===== config.mk =====
export PLATFORM = sky130hd
export DESIGN_NAME = lowbat_alarm
export DESIGN_NICKNAME = d
export VERILOG_FILES = /design/src/rtl/lowbat_alarm.sv
export SDC_FILE = /design/constraint.sdc
export NUM_CORES = 1
export LEC_CHECK = 0
export ABC_AREA = 1
export BUFFER_PORTS_ARGS = -buffer_cell sky130_fd_sc_hd__buf_2
export CAP_MARGIN = 20
export CORE_ASPECT_RATIO = 0.75
export CORE_MARGIN = 2
export CORE_UTILIZATION = 45
export DETAILED_ROUTE_END_ITERATION = 8
export GPL_ROUTABILITY_DRIVEN = 0
export GPL_TIMING_DRIVEN = 0
export MAX_ROUTING_LAYER = met4
export PLACE_DENSITY_LB_ADDON = 0.08
export SYNTH_ARGS = -nofsm -noshare
export SYNTH_HDL_FRONTEND = slang
export SYNTH_SLANG_ARGS = --single-unit

===== constraint.sdc =====
create_clock -name clk -period 1.9 [get_ports clk]
set_clock_uncertainty 0.05 [all_clocks]
set_input_delay 0.19 -clock clk [delete_from_list [all_inputs] [get_ports clk]]
set_output_delay 0.19 -clock clk [all_outputs]
set_load 0.01 [all_outputs]

===== src/rtl/lowbat_alarm.sv =====
module lowbat_alarm #(
  parameter int SOC_W        = 16,
  parameter int VOLT_W       = 16,
  parameter int THR_W        = 8,
  parameter int VSTEP_LOG2   = 3,
  parameter int SOC_THR_RST  = 2,
  parameter int VOLT_THR_RST = 170
) (
  input  logic              clk,
  input  logic              rst_n,
  input  logic              sample_vld,
  input  logic [SOC_W-1:0]  soc_val,
  input  logic [VOLT_W-1:0] volt_val,
  input  logic              cfg_we,
  input  logic              cfg_alm_en,
  input  logic              cfg_pin_follow,
  input  logic [THR_W-1:0]  cfg_soc_thr,
  input  logic [THR_W-1:0]  cfg_volt_thr,
  input  logic              clr_soc_flag,
  input  logic              clr_volt_flag,
  output logic              alm_drive_low,
  output logic              flag_soc,
  output logic              flag_volt
);
  localparam int VCMP_W = THR_W + VSTEP_LOG2;
  localparam int VPAD   = VOLT_W - VCMP_W;

  logic             en_q, follow_q;
  logic [THR_W-1:0] soc_thr_q, volt_thr_q;
  logic             arm_soc, arm_volt;

  wire [THR_W-1:0]  soc_hi     = soc_val[SOC_W-1 -: THR_W];
  wire [VOLT_W-1:0] volt_limit = {{VPAD{1'b0}}, volt_thr_q, {VSTEP_LOG2{1'b0}}};
  wire              soc_low    = en_q && (soc_hi < soc_thr_q);
  wire              volt_low   = en_q && (volt_val < volt_limit);
  wire              hit_soc    = sample_vld && soc_low && arm_soc;
  wire              hit_volt   = sample_vld && volt_low && arm_volt;

  always_ff @(posedge clk or negedge rst_n) begin
    if (!rst_n) begin
      en_q       <= 1'b1;
      follow_q   <= 1'b1;
      soc_thr_q  <= THR_W'(SOC_THR_RST);
      volt_thr_q <= THR_W'(VOLT_THR_RST);
    end else if (cfg_we) begin
      en_q       <= cfg_alm_en;
      follow_q   <= cfg_pin_follow;
      soc_thr_q  <= cfg_soc_thr;
      volt_thr_q <= cfg_volt_thr;
    end
  end

  always_ff @(posedge clk or negedge rst_n) begin
    if (!rst_n) begin
      arm_soc  <= 1'b1;
      arm_volt <= 1'b1;
    end else if (sample_vld) begin
      if (!soc_low)      arm_soc  <= 1'b1;
      else if (hit_soc)  arm_soc  <= 1'b0;
      if (!volt_low)     arm_volt <= 1'b1;
      else if (hit_volt) arm_volt <= 1'b0;
    end
  end

  always_ff @(posedge clk or negedge rst_n) begin
    if (!rst_n) begin
      flag_soc  <= 1'b0;
      flag_volt <= 1'b0;
    end else begin
      if (hit_soc)           flag_soc  <= 1'b1;
      else if (clr_soc_flag) flag_soc  <= 1'b0;
      if (hit_volt)           flag_volt <= 1'b1;
      else if (clr_volt_flag) flag_volt <= 1'b0;
    end
  end

  assign alm_drive_low = !follow_q || flag_soc || flag_volt;


  soc_rise_chk: assert property (@(posedge clk) disable iff (!rst_n)
    $rose(flag_soc) |-> $past(sample_vld) && $past(soc_val[SOC_W-1 -: THR_W] < soc_thr_q));

  volt_rise_chk: assert property (@(posedge clk) disable iff (!rst_n)
    $rose(flag_volt) |-> $past(sample_vld) && $past(volt_val < volt_limit));

  soc_hold_chk: assert property (@(posedge clk) disable iff (!rst_n)
    $fell(flag_soc) |-> $past(clr_soc_flag));

  volt_hold_chk: assert property (@(posedge clk) disable iff (!rst_n)
    $fell(flag_volt) |-> $past(clr_volt_flag));

  en_off_chk: assert property (@(posedge clk) disable iff (!rst_n)
    !en_q && !cfg_we |=> !$rose(flag_soc) && !$rose(flag_volt));

  no_strobe_chk: assert property (@(posedge clk) disable iff (!rst_n)
    !sample_vld |=> !$rose(flag_soc) && !$rose(flag_volt));
endmodule


==> results of run 1 <==
==> state kept, by name (all words and copies together), names as in the netlist <==
signal,cells
soc_thr_q,8
en_q,1
arm_volt,1
follow_q,1
volt_thr_q,8
flag_volt,1
flag_soc,1
arm_soc,1
==> Yosys cell counts <==
library cell,number,share of area (%)
nand2_1,44,13
inv_1,29,8.8
o21ai_0,16,6.5
ha_1,14,14
dfrtp_1,13,26
dfstp_2,9,19
a21oi_1,5,2.0
nor2_1,5,1.5
buf_2,3,1.2
nand3_1,3,1.2
mux2_2,2,1.8
a211oi_1,1,0.61
a21o_1,1,0.61
clkbuf_1,1,0.30
nor4_4,1,1.7
or2_0,1,0.50
or3_1,1,0.50
==> cell usage in the layout (no fill, tap or decap), types with 2 or more instances in the layout <==
master | synthesis | routed
mux2_2 | 2 | 2
o21ai_0 | 16 | 16
clkbuf_8 | 0 | 4
nand3_1 | 3 | 3
ha_1 | 14 | 14
a21oi_1 | 5 | 5
dfrtp_1 | 13 | 13
nand2_1 | 44 | 44
buf_2 | 3 | 49
inv_1 | 29 | 29
nor2_1 | 5 | 5
dfstp_2 | 9 | 9
==> logic make-up after synthesis <==
group                      after synthesis
adders and majority gates               14
DFF                                     22
buffers and inverters                   33
muxes                                    2
and+or+nand+nor                         55
AOI/OAI and AO/OA                       23
==> layer usage <==
metal / vias up / track usage (%)
li1: 563 / -
met1: 460 / 22.71
met2: 27 / 29.69
met3: 2 / 6.164
met4: 0 / 4.255
met5: - / -
==> stage by stage <==
step | total power, W | setup slack, ns | instances | utilization, %
after global placement | 0.0007628 | 0.3612 | 231 | 57.78
final | 0.001093 | 0.3431 | 236 | 60.26
after floorplan | 0.0006764 | 0.4638 | 149 | -
after detailed placement | 0.0007718 | 0.3395 | 231 | 57.78
after CTS | 0.001120 | 0.3169 | 236 | 60.26
after global routing | 0.001179 | 0.1776 | 236 | 60.26
==> what timing repair did <==
item	4_1_cts	5_1_grt
endpoints found under the hold margin	13	0
endpoints found under the setup margin	0	0
hold buffers	1	0
==> final timing paths <==
kind / to / slack (ns)
setup / recovery: flag_volt / 0.34
hold / removal: soc_thr_q[2] / 0.08
setup reg to reg: flag_volt / 0.34
hold reg to reg: arm_volt / 0.44
max in group asynchronous: follow_q / 1.07
min in group asynchronous: volt_thr_q[4] / 0.37
==> cell type report <==
class	count	area share, %
Buffer	4	1.188
Timing Repair Buffer	47	15.20
Tap cell	36	2.850
Sequential cell	22	35.55
Multi-Input combinational cell	94	34.84
Inverter	29	6.888
Clock buffer	4	3.484
==> power by group through the flow <==
stage	logic [W]	registers, W	clock network (W)
after global placement	0.000220	0.000542	0
after global routing	0.000267	0.000540	0.000372
after floorplan	0.000134	0.000542	0
after detailed placement	0.000228	0.000544	0
final	0.000225	0.000535	0.000332
after CTS	0.000231	0.000536	0.000353
==> critical path, stage by stage, from the launching register on <==
cell and delay, ns:
dfstp_2 0.52, inv_1 0.04, ha_1 0.26, nand2_1 0.06, nor2_1 0.10, nand2_1 0.06
nand3_1 0.07, nand2_1 0.05, nand2_1 0.05, nand2_1 0.07, nand3_1 0.07, nand2_1 0.05
==> out/qor.csv, run 1 <==
stage,metric,value,unit
power,p_leak,0.9091,nW
routing,vias,1052,
logic_synthesis,synth-xor-area-share,0,%
finish,multi_input_area,550.5,µm²
routing,firstDrtPassIters,4,
routing,wl_met2,1133,µm
logic_synthesis,synth_fa_ha_area_share,14.13,%
logic_synthesis,synth.net_count,219,
clock_tree,htreeDepth,1,
global_routing,grt_overflow,0,
min_path,hold_depth,3,
worst_setup_path,path_max_fanout,2,
timing,finalCriticalPeriod,1.557,ns
worst_setup_path,critPathKind,register to register,
worst_setup_path,ff2ff_path_depth,11,
timing,fmax,642.3,MHz
routing,wl_per_cell,10.40,µm
routing,drt_first_iter_violations,32,
timing,setup_tns,0,ns
logic_synthesis,synth_top_family_by_area,simple AND/OR/NAND/NOR gates,
timing,setup_viol,0,
timing,rsz0062_at_grt,no,
routing,ant_nets,0,
floorplan,die_y,49.46,µm
placement,placed_cell_area,1515,µm²
logic_synthesis,synth_mux_area_share,1.816,%
finish,register_area,561.8,µm²
floorplan,num_rows,16,
run_status,status,"complete, no violations",
global_routing,grt_pass1_vias,996,
worst_setup_path,worst_setup_path_start_kind,register,
timing,hold_viol_final,0,
timing,finalMaxSlewViolations,0,
finish,syn2layout_area_growth,27.45,%
routing,wirelength,2454,µm
min_path,holdCritStartpoint,cfg_soc_thr[2],
min_path,min_path_type,input pin to register,
clock_tree,clk_latency,0.26,ns
global_routing,antenna_found_initial,0,
logic_synthesis,ys_seq_elements,22,
finish,num_antenna_cells,0,
worst_setup_path,cp-startpoint,volt_thr_q[3],
power,worst_ir_drop_vdd,0.4666,mV
power,p_per_area,691.4,nW/µm²
timing,whs,0.08226,ns
global_routing,grt_usage,18.44,%
global_routing,grt_pass1_wl,4333,µm
placement,portBuffers,46,
timing,relSlewSlack,67.18,%
routing,avgViaCountPerCell,4.458,
routing,highest_layer,met4,
clock_tree,cts-root-buf,clkbuf_8,
clock_tree,cts_buffer_depth,2,
floorplan,fp.dieW,64.61,µm
logic_synthesis,synth_area,1240,µm²
logic_synthesis,avgSynthCellArea,8.322,µm²
routing,dr_wl_met3,142,µm
floorplan,pin_count,59,
worst_setup_path,worst_setup_path_end_kind,register,
worst_setup_path,required,2.00,ns
finish,fillers,268,
clock_tree,cts_sinks,22,
routing,drc,0,
worst_setup_path,worst_ep_arrival_time,1.66,ns
power,internal_power,0.0008094,W
clock_tree,cts_tree,yes,
timing,fin_crit_sh,81.94,%
logic_synthesis,synth_seq_area_share,45.31,%
floorplan,coreArea,2623,µm²
clock_tree,post_cts_buffers,0,
power,p_seq_share,49.0,%
timing,worst_slew_pin_slew,0.4924,ns
power,p_switching,0.0002832,W
finish,drive_above_1_share,32.50,%
worst_setup_path,worstReg2RegStart,volt_thr_q[3],
routing,m1WireLength,1165,µm
power,swShare,25.92,%
power,comb_power_share,20.6,%
floorplan,start_util,47.28,%
clock_tree,clk_pin_slew,0.08,ns
logic_synthesis,synthSimpleGateAreaFrac,18.77,%
global_routing,grt_max_degree,23,
floorplan,dieArea,3196,µm²
logic_synthesis,yosysWarnings,0,
logic_synthesis,synth_cell_type_count,17,
clock_tree,ctsResizeCount,0,
logic_synthesis,synth_compound_area_share,9.687,%
flow_run,cap_violations,0,
finish,stdcell_area,1580,µm²
clock_tree,cts_buffers,3,
logic_synthesis,syn_inst,149,
finish,nets,271,
power,clkPwrFrac,30.4,%
placement,dp_hpwl,1960,µm
Note: power is estimated with default switching activity, not from simulation.
==> inputs of run 2 (changes only) <==
--- a/config.mk
+++ b/config.mk
@@ -5,12 +5,12 @@
 export SDC_FILE = /design/constraint.sdc
 export NUM_CORES = 1
 export LEC_CHECK = 0
-export ABC_AREA = 1
+export ABC_AREA = 0
 export BUFFER_PORTS_ARGS = -buffer_cell sky130_fd_sc_hd__buf_2
 export CAP_MARGIN = 20
 export CORE_ASPECT_RATIO = 0.75
 export CORE_MARGIN = 2
-export CORE_UTILIZATION = 45
+export CORE_UTILIZATION = 41
 export DETAILED_ROUTE_END_ITERATION = 8
 export GPL_ROUTABILITY_DRIVEN = 0
 export GPL_TIMING_DRIVEN = 0
==> constraint.sdc (replaced) <==
create_clock -name clk -period 1.3 [get_ports clk]
set_clock_uncertainty 0.05 [all_clocks]
set_input_delay 0.13 -clock clk [delete_from_list [all_inputs] [get_ports clk]]
set_output_delay 0.13 -clock clk [all_outputs]
set_load 0.01 [all_outputs]
==> run 2 against run 1 <==
Net effect: the run now ends with negative setup slack left; clock power grew 92%; critical path depth shrank 5; die area grew 5.9%; cell area grew 7.4%; worst hold slack lost 0.062 ns; sequential power grew 47%; synthesized cell count shrank 20%; largest power group unchanged; count of clock-buffer cells in the layout shrank 1; cell count shrank 12%.
==> out/qor.csv, run 2 <==
stage,metric,value,unit
timing,rsz0062_at_grt,yes,
finish,fillers,233,
global_routing,grt_overflow,0,
finish,most-common-layout-cells,"buf_2, nand2_1, inv_1, o21ai_0, dfrtp_1",
floorplan,die_y,50.88,µm
finish,num_antenna_cells,0,
finish,reg_top3,"soc_thr_q x8, volt_thr_q x8",
timing,setup_viol,5,
logic_synthesis,synth_top_area_cell,dfrtp_1,
worst_setup_path,required,1.41,ns
logic_synthesis,synthArstFlopShare,100.0,%
placement,dp_hpwl,2036,µm
clock_tree,cts_buffers,3,
worst_setup_path,worst_setup_path_end_kind,register,
worst_setup_path,path_cells,inv_2 -> ha_4 -> and4b_1 -> and3_4 -> a211oi_2 -> a22o_1,
power,worst_ir_drop_vdd,0.8684,mV
worst_setup_path,cp_slowest_cell,dfstp_2,
floorplan,start_util,44.44,%
timing,fin_crit_sh,128.6,%
routing,wirelength,2659,µm
logic_synthesis,synth_most_common_cell,inv_1,
routing,wl_per_cell,12.78,µm
logic_synthesis,synth_flop_cell,dfrtp_1,
worst_setup_path,worst_setup_path_start_kind,register,
finish,nets,243,
logic_synthesis,ys_seq_elements,22,
timing,fmax,598.0,MHz
logic_synthesis,synth.net_count,189,
worst_setup_path,path_max_fanout,2,
power,p_per_area,1085,nW/µm²
logic_synthesis,syn_inst,119,
logic_synthesis,synth_cell_type_count,28,
timing,setup_tns,-1.366,ns
logic_synthesis,synth_edf_count,0,
global_routing,grt_max_degree,23,
logic_synthesis,yosysWarnings,0,
clock_tree,clk_pin_slew,0.08,ns
routing,drt_first_iter_violations,21,
logic_synthesis,synth_seq_area_share,46.77,%
global_routing,grt_pass1_vias,1006,
routing,firstDrtPassIters,2,
placement,dp_slack,-0.3628,ns
floorplan,dieArea,3383,µm²
run_status,status,"complete, but fails checks",
logic_synthesis,synth_area,1201,µm²
routing,drc,0,
worst_setup_path,worst_ep_arrival_time,1.78,ns
run_status,failed_checks,negative setup slack,
global_routing,grt_pass1_wl,4526,µm
finish,register_area,561.8,µm²
worst_setup_path,critPathTopFamily,flip-flops,
finish,drive_above_1_share,49.42,%
global_routing,grt_usage,18.84,%
finish,multi_input_area,684.4,µm²
routing,ant_nets,0,
global_routing,antenna_found_initial,0,
floorplan,fp.dieW,66.50,µm
logic_synthesis,yosys-top-cells-area,"dfrtp_1, dfstp_2, ha_1",
clock_tree,htreeDepth,1,
power,p_leak,0.8144,nW
worst_setup_path,path_buf_inv,1,
finish,final_common_cell,buf_2,
logic_synthesis,avgSynthCellArea,10.09,µm²
clock_tree,cts_buffer_depth,2,
worst_setup_path,critPathKind,register to register,
finish,syn2layout_area_growth,41.35,%
routing,avgViaCountPerCell,4.904,
clock_tree,cts_tree,yes,
flow_run,cap_violations,0,
clock_tree,cts-root-buf,clkbuf_8,
floorplan,num_rows,16,
logic_synthesis,yosys-top-cells-count,"inv_1, nand2_1, o21ai_0",
timing,worst_slew_pin_slew,0.4927,ns
timing,relSlewSlack,67.15,%
min_path,min_path_type,input pin to register,
timing,finalCriticalPeriod,1.672,ns
floorplan,pin_count,59,
timing,finalMaxSlewViolations,0,
worst_setup_path,cp_slowest_stage_delay,0.53,ns
floorplan,coreArea,2703,µm²
placement,portBuffers,47,
timing,setup_ws,-0.3722,ns
routing,vias,1020,
timing,hold_viol_final,0,
logic_synthesis,synth_top_area_share,27.08,%
clock_tree,cts_sinks,22,
clock_tree,clk_latency,0.26,ns
-- run 2: layout make-up --
cell class / instances / area share (%)
repair buffers: 49 / 15.25
inverters: 17 / 3.758
multi-input cells: 77 / 40.31
clock inverters: 1 / 1.769
well taps: 36 / 2.653
flip-flops and latches: 22 / 33.09
clock buffers: 3 / 2.432
plain buffers: 3 / 0.7369
-- run 2: cell families (layout without fill, tap and decap cells) --
| logic type | count (synthesis) | in the layout | synth area share (%) |
|---|---|---|---|
| multiplexers | 4 | 4 | 3.750 |
| AND/OR/NAND/NOR | 31 | 31 | 12.61 |
| flip-flops | 22 | 22 | 46.77 |
| AO/OA/AOI/OAI | 28 | 28 | 15.94 |
| adder cells (fa/ha/maj) | 14 | 14 | 14.58 |
| buffers and inverters | 20 | 73 | 6.354 |
-- run 2: power breakdown --
group	total [W]	switching (W)	internal [W]	leakage, nW
Combinational	0.000417	0.000203	0.000214	0.524
Sequential	0.000787	0.0000239	0.000763	0.254
Clock	0.000637	0.000226	0.000411	0.0357
Total	0.00184	0.000453	0.00139	0.814
-- run 2: worst paths after layout --
path                                 end  cells past startpoint  slack [ns]       startpoint
setup / recovery               flag_volt                      6       -0.37    volt_thr_q[7]
hold / removal             volt_thr_q[4]                      3        0.02  cfg_volt_thr[4]
setup reg to reg               flag_volt                      6       -0.37    volt_thr_q[7]
hold reg to reg                  arm_soc                      2        0.44          arm_soc
max in group asynchronous   soc_thr_q[1]                      2        0.54            rst_n
min in group asynchronous   soc_thr_q[3]                      2        0.30            rst_n
-- run 2: stage by stage --
step	hold WS, ns	util [%]	area (µm²)	total power, W	instances
global route	0.03525	62.82	1698	0.001955	208
finish	0.01987	62.82	1698	0.001842	208
floorplan	-0.2156	-	1254	0.001009	119
global placement	0.06749	56.76	1534	0.001142	202
CTS	0.01197	61.94	1674	0.001850	208
detailed placement	0.07336	56.76	1534	0.001159	202
-- run 2: routing by layer --
metal / vias up / track usage (%) / part of all wire, %
met2: 32 / 30.67 / 45
met4: 0 / 5.442 / 1.1
li1: 512 / - / -
met5: - / - / 0
met1: 472 / 23.37 / 48
met3: 4 / 4.846 / 5.8
-- run 2: timing repair --
item / in CTS / in global routing
endpoints found under the setup margin: 5 / 5
endpoints found under the hold margin: 13 / 0
hold buffers: 1 / 0
resized for setup: 9 / 4
pin swaps: 7 / 5
setup buffers: 1 / 0
-- run 2: tightest hold or removal path, stage by stage --
cell,delay [ns]
buf_2,0.07
nand2_1,0.04
o21ai_0,0.06
==> inputs of run 3 (changes only) <==
--- a/config.mk
+++ b/config.mk
@@ -10,7 +10,7 @@
 export CAP_MARGIN = 20
 export CORE_ASPECT_RATIO = 0.75
 export CORE_MARGIN = 2
-export CORE_UTILIZATION = 41
+export CORE_UTILIZATION = 30
 export DETAILED_ROUTE_END_ITERATION = 8
 export GPL_ROUTABILITY_DRIVEN = 0
 export GPL_TIMING_DRIVEN = 0
==> run 3 against run 2 <==
Net effect: the flow still finishes with violations (negative setup slack); cell area increased by 0.52%; total power down 11%; sequential share of layout area is 0.17 points lower; cell count increased by 8.2%; via count is 0.98% higher; clock power shrank 32%; die area increased by 34%; critical path depth stayed put; wire length grew 9.5%; sequential power is essentially flat; utilization decreased by 17 points; critical path type unchanged.
==> out/qor.csv, run 3 (synthesis gave the netlist of run 2 again) <==
stage,metric,value,unit
global_routing,use_met2,22.31,%
floorplan,coreArea,3756,µm²
timing,setup_ws,-0.3998,ns
timing,finalCriticalPeriod,1.700,ns
global_routing,gr-max-usage-layer,met2,
routing,firstDrtPassIters,3,
clock_tree,cts_sinks,22,
run_status,status,"complete, but fails checks",
finish,syn2layout_area_growth,42.08,%
clock_tree,clk_latency,0.26,ns
min_path,hold_depth,3,
clock_tree,htreeDepth,1,
power,power.total,0.001642,W
timing,fin_crit_sh,130.8,%
global_routing,grt_overflow,0,
timing,setup_tns,-1.423,ns
flow_run,cap_violations,0,
routing,drt_first_iter_violations,14,
power,p_leak,0.8055,nW
worst_setup_path,r2r_slack,-0.40,ns
global_routing,grt_pass1_vias,1018,
routing,ant_nets,0,
placement,portBuffers,47,
finish,drive_above_1_share,49.13,%
worst_setup_path,worst_setup_path_start_kind,register,
placement,dp_hpwl,2298,µm
global_routing,antenna_found_initial,0,
clock_tree,cts-root-buf,clkbuf_8,
clock_tree,clk_pin_slew,0.08,ns
global_routing,grt_pass1_wl,4788,µm
timing,relSlewSlack,66.51,%
routing,wirelength,2912,µm
global_routing,grt_max_degree,23,
clock_tree,cts_buffer_depth,2,
floorplan,fp.dieW,77.07,µm
run_status,failed_checks,negative setup slack,
global_routing,gr-usage-met3,4.141,%
floorplan,dieArea,4531,µm²
timing,fmax,588.3,MHz
worst_setup_path,ff2ff_path_depth,6,
power,worst_ir_drop_vdd,0.5578,mV
clock_tree,cts_buffers,3,
routing,vias,1030,
worst_setup_path,required,1.45,ns
routing,avgViaCountPerCell,4.578,
routing,wl_per_cell,12.94,µm
power,p_per_area,962.2,nW/µm²
timing,setup_viol,5,
floorplan,pin_count,59,
finish,nets,244,
routing,drc,0,
finish,num_antenna_cells,0,
worst_setup_path,path_max_fanout,2,
timing,rsz0062_at_grt,yes,
timing,hold_viol_final,0,
finish,reg_top3,"soc_thr_q x8, volt_thr_q x8",
finish,final_common_cell,buf_2,
worst_setup_path,worst_ep_arrival_time,1.85,ns
floorplan,start_util,31.98,%
worst_setup_path,critPathKind,register to register,
timing,worst_slew_pin_slew,0.5024,ns
worst_setup_path,worst_setup_path_end_kind,register,
clock_tree,cts_tree,yes,
floorplan,die_y,58.80,µm
global_routing,use_met1,19.13,%
finish,fillers,385,
floorplan,num_rows,19,
finish,most-common-layout-cells,"buf_2, nand2_1, inv_1, o21ai_0, dfrtp_1",
global_routing,grt_usage,14.42,%
min_path,min_path_type,input pin to register,
timing,finalMaxSlewViolations,0,
run 3: through the flow:
stage / cells / cell area (µm²) / utilization, % / worst slack [ns] / hold WS (ns)
after floorplan: 119 / 1254 / - / -0.2522 / -0.2156
after CTS: 224 / 1687 / 44.90 / -0.4019 / 0.008448
final: 225 / 1707 / 45.44 / -0.3998 / 0.01757
after global placement: 218 / 1554 / 41.37 / -0.3900 / 0.08673
after global routing: 225 / 1707 / 45.44 / -0.4403 / 0.01348
after detailed placement: 218 / 1554 / 41.37 / -0.4104 / 0.08645
run 3: area by class of cell:
cell class	count	area, µm²	share of cell area [%]
multi-input cells	77	691.9	40.54
flip-flops and latches	22	561.8	32.92
repair buffers	50	266.5	15.62
well taps	52	65.06	3.812
inverters	17	63.81	3.739
clock buffers	4	45.04	2.639
plain buffers	3	12.51	0.7331
run 3: metal layers:
layer | vias to the layer above | part of all wire (%)
met2 | 27 | 47
met3 | 2 | 5.6
met1 | 487 | 47
li1 | 514 | -
met4 | 0 | 0.48
met5 | - | 0
run 3: power breakdown:
part	internal, W	switching, W	total [W]
clock network	0.000219	0.000218	0.000436
logic	0.000213	0.000206	0.000419
registers	0.000764	0.0000235	0.000787
total	0.00119	0.000447	0.00164
run 3: path summary, 6_finish.rpt:
check,end,startpoint
worst min register to register,arm_soc,arm_soc
worst min-delay path,soc_thr_q[2],cfg_soc_thr[2]
min in group asynchronous,soc_thr_q[5],rst_n
max in group asynchronous,arm_volt,rst_n
worst max-delay path,flag_volt,volt_thr_q[7]
worst max register to register,flag_volt,volt_thr_q[7]
run 3: critical path, stage by stage, from the launching register on:
cell and delay [ns]:
dfstp_2 0.53, inv_2 0.04, ha_4 0.23, and4b_1 0.20
and3_4 0.16, a211oi_4 0.26, a22o_1 0.16
run 3: repair_timing:
action / CTS / global route
setup endpoints to repair: 5 / 5
hold buffers: 1 / 0
pin swaps: 9 / 3
buffers inserted: 1 / 1
gates resized for setup: 10 / 3
hold endpoints to repair: 13 / 0
